--- config.mk ---
export PLATFORM = sky130hd
export DESIGN_NAME = page_guard
export DESIGN_NICKNAME = d
export VERILOG_FILES = /design/src/rtl/page_guard.sv
export SDC_FILE = /design/constraint.sdc
export NUM_CORES = 1
export LEC_CHECK = 0
export BUFFER_PORTS_ARGS = -buffer_cell sky130_fd_sc_hd__buf_2
export CAP_MARGIN = 10
export CORE_ASPECT_RATIO = 1.25
export CORE_UTILIZATION = 54
export CTS_BUF_LIST = sky130_fd_sc_hd__clkbuf_8
export DETAILED_ROUTE_END_ITERATION = 8
export HOLD_SLACK_MARGIN = 0.05
export PLACE_DENSITY_LB_ADDON = 0.08
export SYNTH_ARGS = -nofsm -noshare
export SYNTH_HDL_FRONTEND = slang
export SYNTH_SLANG_ARGS = --single-unit
--- constraint.sdc ---
create_clock -name clk -period 2.6 [get_ports clk]
set_input_delay 0.52 -clock clk [delete_from_list [all_inputs] [get_ports clk]]
set_output_delay 0.52 -clock clk [all_outputs]
set_load 0.03 [all_outputs]
--- src/rtl/page_guard.sv ---
module page_guard #(
  parameter int          ADDR_W    = 16,
  parameter int          BYTE_W    = 8,
  parameter logic [7:0]  PORT_BASE = 8'hF8
) (
  input  logic              clk,
  input  logic              rst_n,
  input  logic              io_wr,
  input  logic [7:0]        io_port,
  input  logic [BYTE_W-1:0] io_wdata,
  input  logic              mem_req,
  input  logic              mem_wr,
  input  logic [ADDR_W-1:0] mem_addr,
  output logic              ram_sel,
  output logic              ram_we,
  output logic              wr_viol
);

  localparam int NPAGE  = 2 * BYTE_W;
  localparam int PAGE_W = $clog2(NPAGE);
  localparam logic [7:0] P_UNMAP_LO = PORT_BASE;
  localparam logic [7:0] P_UNMAP_HI = PORT_BASE + 8'd1;
  localparam logic [7:0] P_PROT_LO  = PORT_BASE + 8'd2;
  localparam logic [7:0] P_PROT_HI  = PORT_BASE + 8'd3;

  logic [NPAGE-1:0]  unmap_q, prot_q;
  logic [PAGE_W-1:0] pg;
  logic              pg_mapped, pg_prot, blk, blk_q, viol_q;

  always_ff @(posedge clk or negedge rst_n) begin
    if (!rst_n) begin
      unmap_q <= '0;
      prot_q  <= '0;
    end else if (io_wr) begin
      case (io_port)
        P_UNMAP_LO: unmap_q[BYTE_W-1:0]      <= io_wdata;
        P_UNMAP_HI: unmap_q[NPAGE-1:BYTE_W]  <= io_wdata;
        P_PROT_LO:  prot_q[BYTE_W-1:0]       <= io_wdata;
        P_PROT_HI:  prot_q[NPAGE-1:BYTE_W]   <= io_wdata;
        default: ;
      endcase
    end
  end

  assign pg        = mem_addr[ADDR_W-1 -: PAGE_W];
  assign pg_mapped = ~unmap_q[pg];
  assign pg_prot   = prot_q[pg];

  assign ram_sel = mem_req & pg_mapped;
  assign ram_we  = ram_sel & mem_wr & ~pg_prot;
  assign blk     = ram_sel & mem_wr & pg_prot;

  always_ff @(posedge clk or negedge rst_n) begin
    if (!rst_n) begin
      blk_q  <= 1'b0;
      viol_q <= 1'b0;
    end else begin
      blk_q  <= blk;
      viol_q <= blk & ~blk_q;
    end
  end

  assign wr_viol = viol_q;


  we_needs_sel_chk: assert property (@(posedge clk) disable iff (!rst_n)
    ram_we |-> (ram_sel && mem_wr && mem_req));


  we_unprotected_chk: assert property (@(posedge clk) disable iff (!rst_n)
    ram_we |-> !prot_q[mem_addr[ADDR_W-1 -: PAGE_W]]);


  unmap_lo_load_chk: assert property (@(posedge clk) disable iff (!rst_n)
    (io_wr && io_port == P_UNMAP_LO) |=>
      (unmap_q[BYTE_W-1:0] == $past(io_wdata) && $stable(unmap_q[NPAGE-1:BYTE_W])));


  prot_hi_load_chk: assert property (@(posedge clk) disable iff (!rst_n)
    (io_wr && io_port == P_PROT_HI) |=>
      (prot_q[NPAGE-1:BYTE_W] == $past(io_wdata) && $stable(prot_q[BYTE_W-1:0])));


  masks_hold_chk: assert property (@(posedge clk) disable iff (!rst_n)
    !(io_wr && (io_port == P_UNMAP_LO || io_port == P_UNMAP_HI ||
                io_port == P_PROT_LO  || io_port == P_PROT_HI))
      |=> ($stable(unmap_q) && $stable(prot_q)));


  viol_single_chk: assert property (@(posedge clk) disable iff (!rst_n)
    wr_viol |=> !wr_viol);


  viol_cause_chk: assert property (@(posedge clk) disable iff (!rst_n)
    $rose(wr_viol) |-> $past(mem_req && mem_wr && !ram_we && ram_sel));

endmodule

After elaboration in Yosys (flattened, before gate mapping) --
Cells that the tools add are included.
Cells by class: order comparisons 1, equality and inequality tests 4, multiplexer cells 4, bitwise logic cells 8, reductions and logical operators 4
Operator list (number):
- == test 8 bit, second input constant | 4
- binary-select mux 1 bit (select 4 bit) | 2
- AND reduction 2 bit | 4
- AND 1 bit | 5
- less-than comparator 4 x 5 -> 1 bit, second input constant | 1
- inverter 1 bit | 3
- 2-to-1 mux 1 bit | 2
Word-level totals: register bits after elaboration 34, input port bits 37, logic and storage cells 27

Longest topological paths before layout --
depth after elaboration 7, gate-level depth with buffers 5

Least setup slack after synthesis --
OpenSTA, ideal clock, no wires.
path kind in2out, start in mem_addr[13], end out ram_we, arrival time 2.297 ns, data required time 2.080 ns, path slack -0.217 ns, stages on the path 5, path buffers 1, cell sequence buf_6 -> mux4_1 -> mux4_2 -> or2_4 -> nor2_1
Between the ends: cells in the longest elaborated chain, start to end 6, elaborated cells on any way between the ends 9, those cells by class 4 x mux; 5 x bitwise
Ends and longest elaborated chain:
- start, declared | line 13 | input logic [ADDR_W-1:0] mem_addr,
- binary-select mux 1 bit (select 4 bit) | line 46 | assign pg_mapped = ~unmap_q[pg];
- 2-to-1 mux 1 bit (not written as such) | line 46
- inverter 1 bit | line 46
- AND 1 bit | line 49 | assign ram_sel = mem_req & pg_mapped;
- AND 1 bit | line 50 | assign ram_we = ram_sel & mem_wr & ~pg_prot;
- AND 1 bit * | line 50
- end, declared | line 15 | output logic ram_we,
Every way passes the cells marked *; elsewhere a longest branch is shown, timed or not. The select of a mux whose other input is x is not followed.

Worst setup path after layout --
start reg unmap_q[13], end out ram_we
Between the ends: cells in the longest elaborated chain, start to end 6
Ends and longest elaborated chain:
- start, declared | line 26 | logic [NPAGE-1:0] unmap_q, prot_q;
- start signal, assigned by index | line 36 | P_UNMAP_LO: unmap_q[BYTE_W-1:0] <= io_wdata;
- start signal, assigned by index | line 37 | P_UNMAP_HI: unmap_q[NPAGE-1:BYTE_W] <= io_wdata;
- binary-select mux 1 bit (select 4 bit) | line 46
- 2-to-1 mux 1 bit (not written as such) | line 46
- inverter 1 bit | line 46
- AND 1 bit | line 49
- AND 1 bit (2 in series) | line 50
No other way between the ends. The select of a mux whose other input is x is not followed.

==> results.md <==
* CTS tree: done
* Die Width at 50.7 µm
* DP Wirelength at 2.28 mm
* Root Driver: clkbuf_8
* Crit-path cells: mux4_2 -> mux4_2 -> or2_4 -> nor2_4 -> buf_6
* Final Max Slew Viols at 0
* Drt total wl at 2.98 mm
* Die Footprint at 3190 µm²
* Finished Core Util at 69.5%
* Commonest cells after routing, fill and taps aside: dfrtp_1, mux2_2, buf_2
* Core area at 2760 µm²
* Max-cap violation count at 0
* Crit Path Category: register to primary output
* Post-synthesis simple-gate area fraction at 8.98%
* CP required at 2.08 ns
* RSZ-0062 raised after global routing: yes
* Xor/xnor cell area share of the yosys netlist at 0%
* Register area share after synthesis at 53.1%
* I/O Buffers at 27
* Synthesis-stage register bit count at 34
* Hold_buf cts at 0
* F_max at 0.383 GHz
* FF-to-FF path depth at 6
* RR Startpoint: unmap_q[13]$_DFFE_PN0P_
* Cell family with most CP delay: multiplexers
* Total CTS buffers at 5
* Post-synthesis mux area share at 35.8%
* Remaining global-route overflow at 0
* Clock Skew at 0.00478 ns
* Global-route wire length before repair at 5.26 mm
* Largest family of logic cells by synthesized area: multiplexers
* Starting Density at 58.1%
* CTS clk-pin slew, worst paths at 0.07 ns
* Iteration-0 DRC Markers at 6
* Worst endpoint data arrival time at 2.09 ns
* Detailed-route via count at 1013
* H-tree depth at 2
* Syn Nets at 138
* I/O Pins at 40
* Outcome: finished with violations
* Routed WL per cell at 17.2 µm
* Worst skew pair latency at 0.28 ns
* Largest net degree at the start of global routing at 35
* Slowest stage cell, crit path: mux4_2
* Max incr delay on CP at 0.49 ns
* Final #Nets at 175
* CP bufs+invs at 1
* Synthesized instance count at 101
* Count of final hold-check violations at 0
* Max IR drop VDD at 0.529 mV
* CP endpoint kind: primary output
* Initial antenna violation count at 0
* Mapped Area at 1600 µm²
* Most frequent cell on the critical path: mux4_2
* Final WS setup at -0.0111 ns
* Worst slew pin tran at 0.731 ns
* Flop2flop setup slack at 0.57 ns
* Placed cell areas at 1800 µm²
* CP max FO at 2
* Fin crit period at 2.61 ns
* # setup viols final at 1
* Setup_tns at -0.0111 ns
* Avg Inst Size Synth at 15.9 µm²
* Final Wtd Congestion at 0.785
* Adder-cell area share of the yosys netlist at 0%
* Worst min-delay path class: input pin to asynchronous set/reset pin
* Power Total at 1.13 mW
* Synth unique cells at 20
* Final Cycle Share at 100%
* Rows at 21
* Antenna Nets Post-Route at 0
* Initial DRT Pass Iterations at 4
* Crit Reg-Reg Endpoint: wr_viol$_DFF_PN0_
* Vias/cell at 5.86
* Failing checks: negative setup slack
* GR Util All Layers at 23.5%
* Crit path launch type: register
* Clk sink count at 34
* Vias in the first global route at 1096
* Worst slew margin at 51.3%
* Warnings, synthesis at 0
* Maximum buffer depth of the clock tree at 2
* Layout area overhead at 19.6%
* DRC violations left at 0
* Pwr Density at 589 nW/µm²
* Leak at 0.954 nW
* Die height at 62.9 µm
* Post-synthesis compound-gate area fraction at 0%
* ANT cells at 0
* Layout cells sized above 1 at 61.9%
* Commonest non-fill, non-tap cell in the layout: dfrtp_1
* Hold_ws at 0.294 ns
* Final Cell Area at 1920 µm²
==> layout make-up <==
| class | instances | area [µm²] |
|---|---|---|
| Multi-Input combinational cell | 62 | 714 |
| Timing Repair Buffer | 34 | 199 |
| Tap cell | 34 | 42.5 |
| Fill cell | 201 | 842 |
| Inverter | 1 | 3.75 |
| Clock buffer | 5 | 68.8 |
| Sequential cell | 34 | 851 |
| Clock inverter | 3 | 37.5 |
==> state kept, by name (all words and copies together) (netlist names) <==
register / flops
wr_viol: 1
blk_q: 1
unmap_q: 16
prot_q: 16
==> logic make-up (layout without fill, tap and decap cells) <==
logic type / after synthesis / in the layout
flops: 34 / 34
simple gates: 21 / 21
mux: 41 / 41
buf+inv: 5 / 43
==> synthesized netlist by cell type <==
master,n,area (µm²)
dfrtp_1,34,851
mux2_2,31,349
mux4_2,6,135
nor2_1,4,15.0
mux4_1,3,78.8
nand2_1,3,11.3
buf_6,2,22.5
clkbuf_1,2,7.51
nand3_1,2,10.0
nand3b_1,2,15.0
nand4_1,2,12.5
nor3_2,2,20.0
and4_1,1,8.76
inv_1,1,3.75
mux2_1,1,11.3
nor3_1,1,5.00
nor3b_2,1,12.5
nor3b_4,1,18.8
or2_4,1,8.76
or3_1,1,6.26
==> power breakdown <==
| group | internal, mW | switching [mW] | leakage [nW] |
|---|---|---|---|
| sequential | 0.553 | 0.0133 | 0.469 |
| combinational | 0.0600 | 0.0498 | 0.424 |
| clock | 0.278 | 0.173 | 0.0607 |
| total | 0.892 | 0.237 | 0.954 |
==> how the worst max path moves through the flow <==
stage	slack (ns)	startpoint	cells after the start	end
final	-0.01	unmap_q[13]$_DFFE_PN0P_	5	ram_we
after global routing	-0.08	unmap_q[6]$_DFFE_PN0P_	5	ram_we
after CTS	-0.02	unmap_q[6]$_DFFE_PN0P_	5	ram_we
after detailed placement	-0.17	mem_addr[14]	6	ram_we
after global placement	-0.16	mem_addr[14]	6	ram_we
after floorplan	0.00001	mem_addr[13]	5	ram_we
==> per-stage QoR <==
| stage | worst slack, ns | instances |
|---|---|---|
| detailed placement | -0.169 | 164 |
| floorplan | 0.0000102 | 101 |
| finish | -0.0111 | 173 |
| global placement | -0.158 | 164 |
| global route | -0.0780 | 173 |
| CTS | -0.0215 | 173 |
==> worst reg2reg max path, delay by kind of cell, from the launching register on <==
kind,cells,cell delay (ns)
buf+inv,2,0.26
flops,1,0.39
mux,2,0.95
simple gates,2,0.35
==> routing by layer <==
metal  up-vias  global-route usage, %  part of all wire [%]
li1        457                      -                     -
met5         -                      0                     0
met1       530                   28.2                    41
met3         4                   5.11                   3.8
met2        22                   40.2                    54
met4         0                   9.38                   1.7
==> what timing repair did <==
action / in CTS / in global routing
hold endpoints to repair: 0 / 0
cloned: 0 / 0
pin swaps: 1 / 0
resized for setup: 7 / 0
endpoints found under the setup margin: 1 / 1
setup buffers: 1 / 0
No activity file was read; power rests on OpenSTA's default activity.
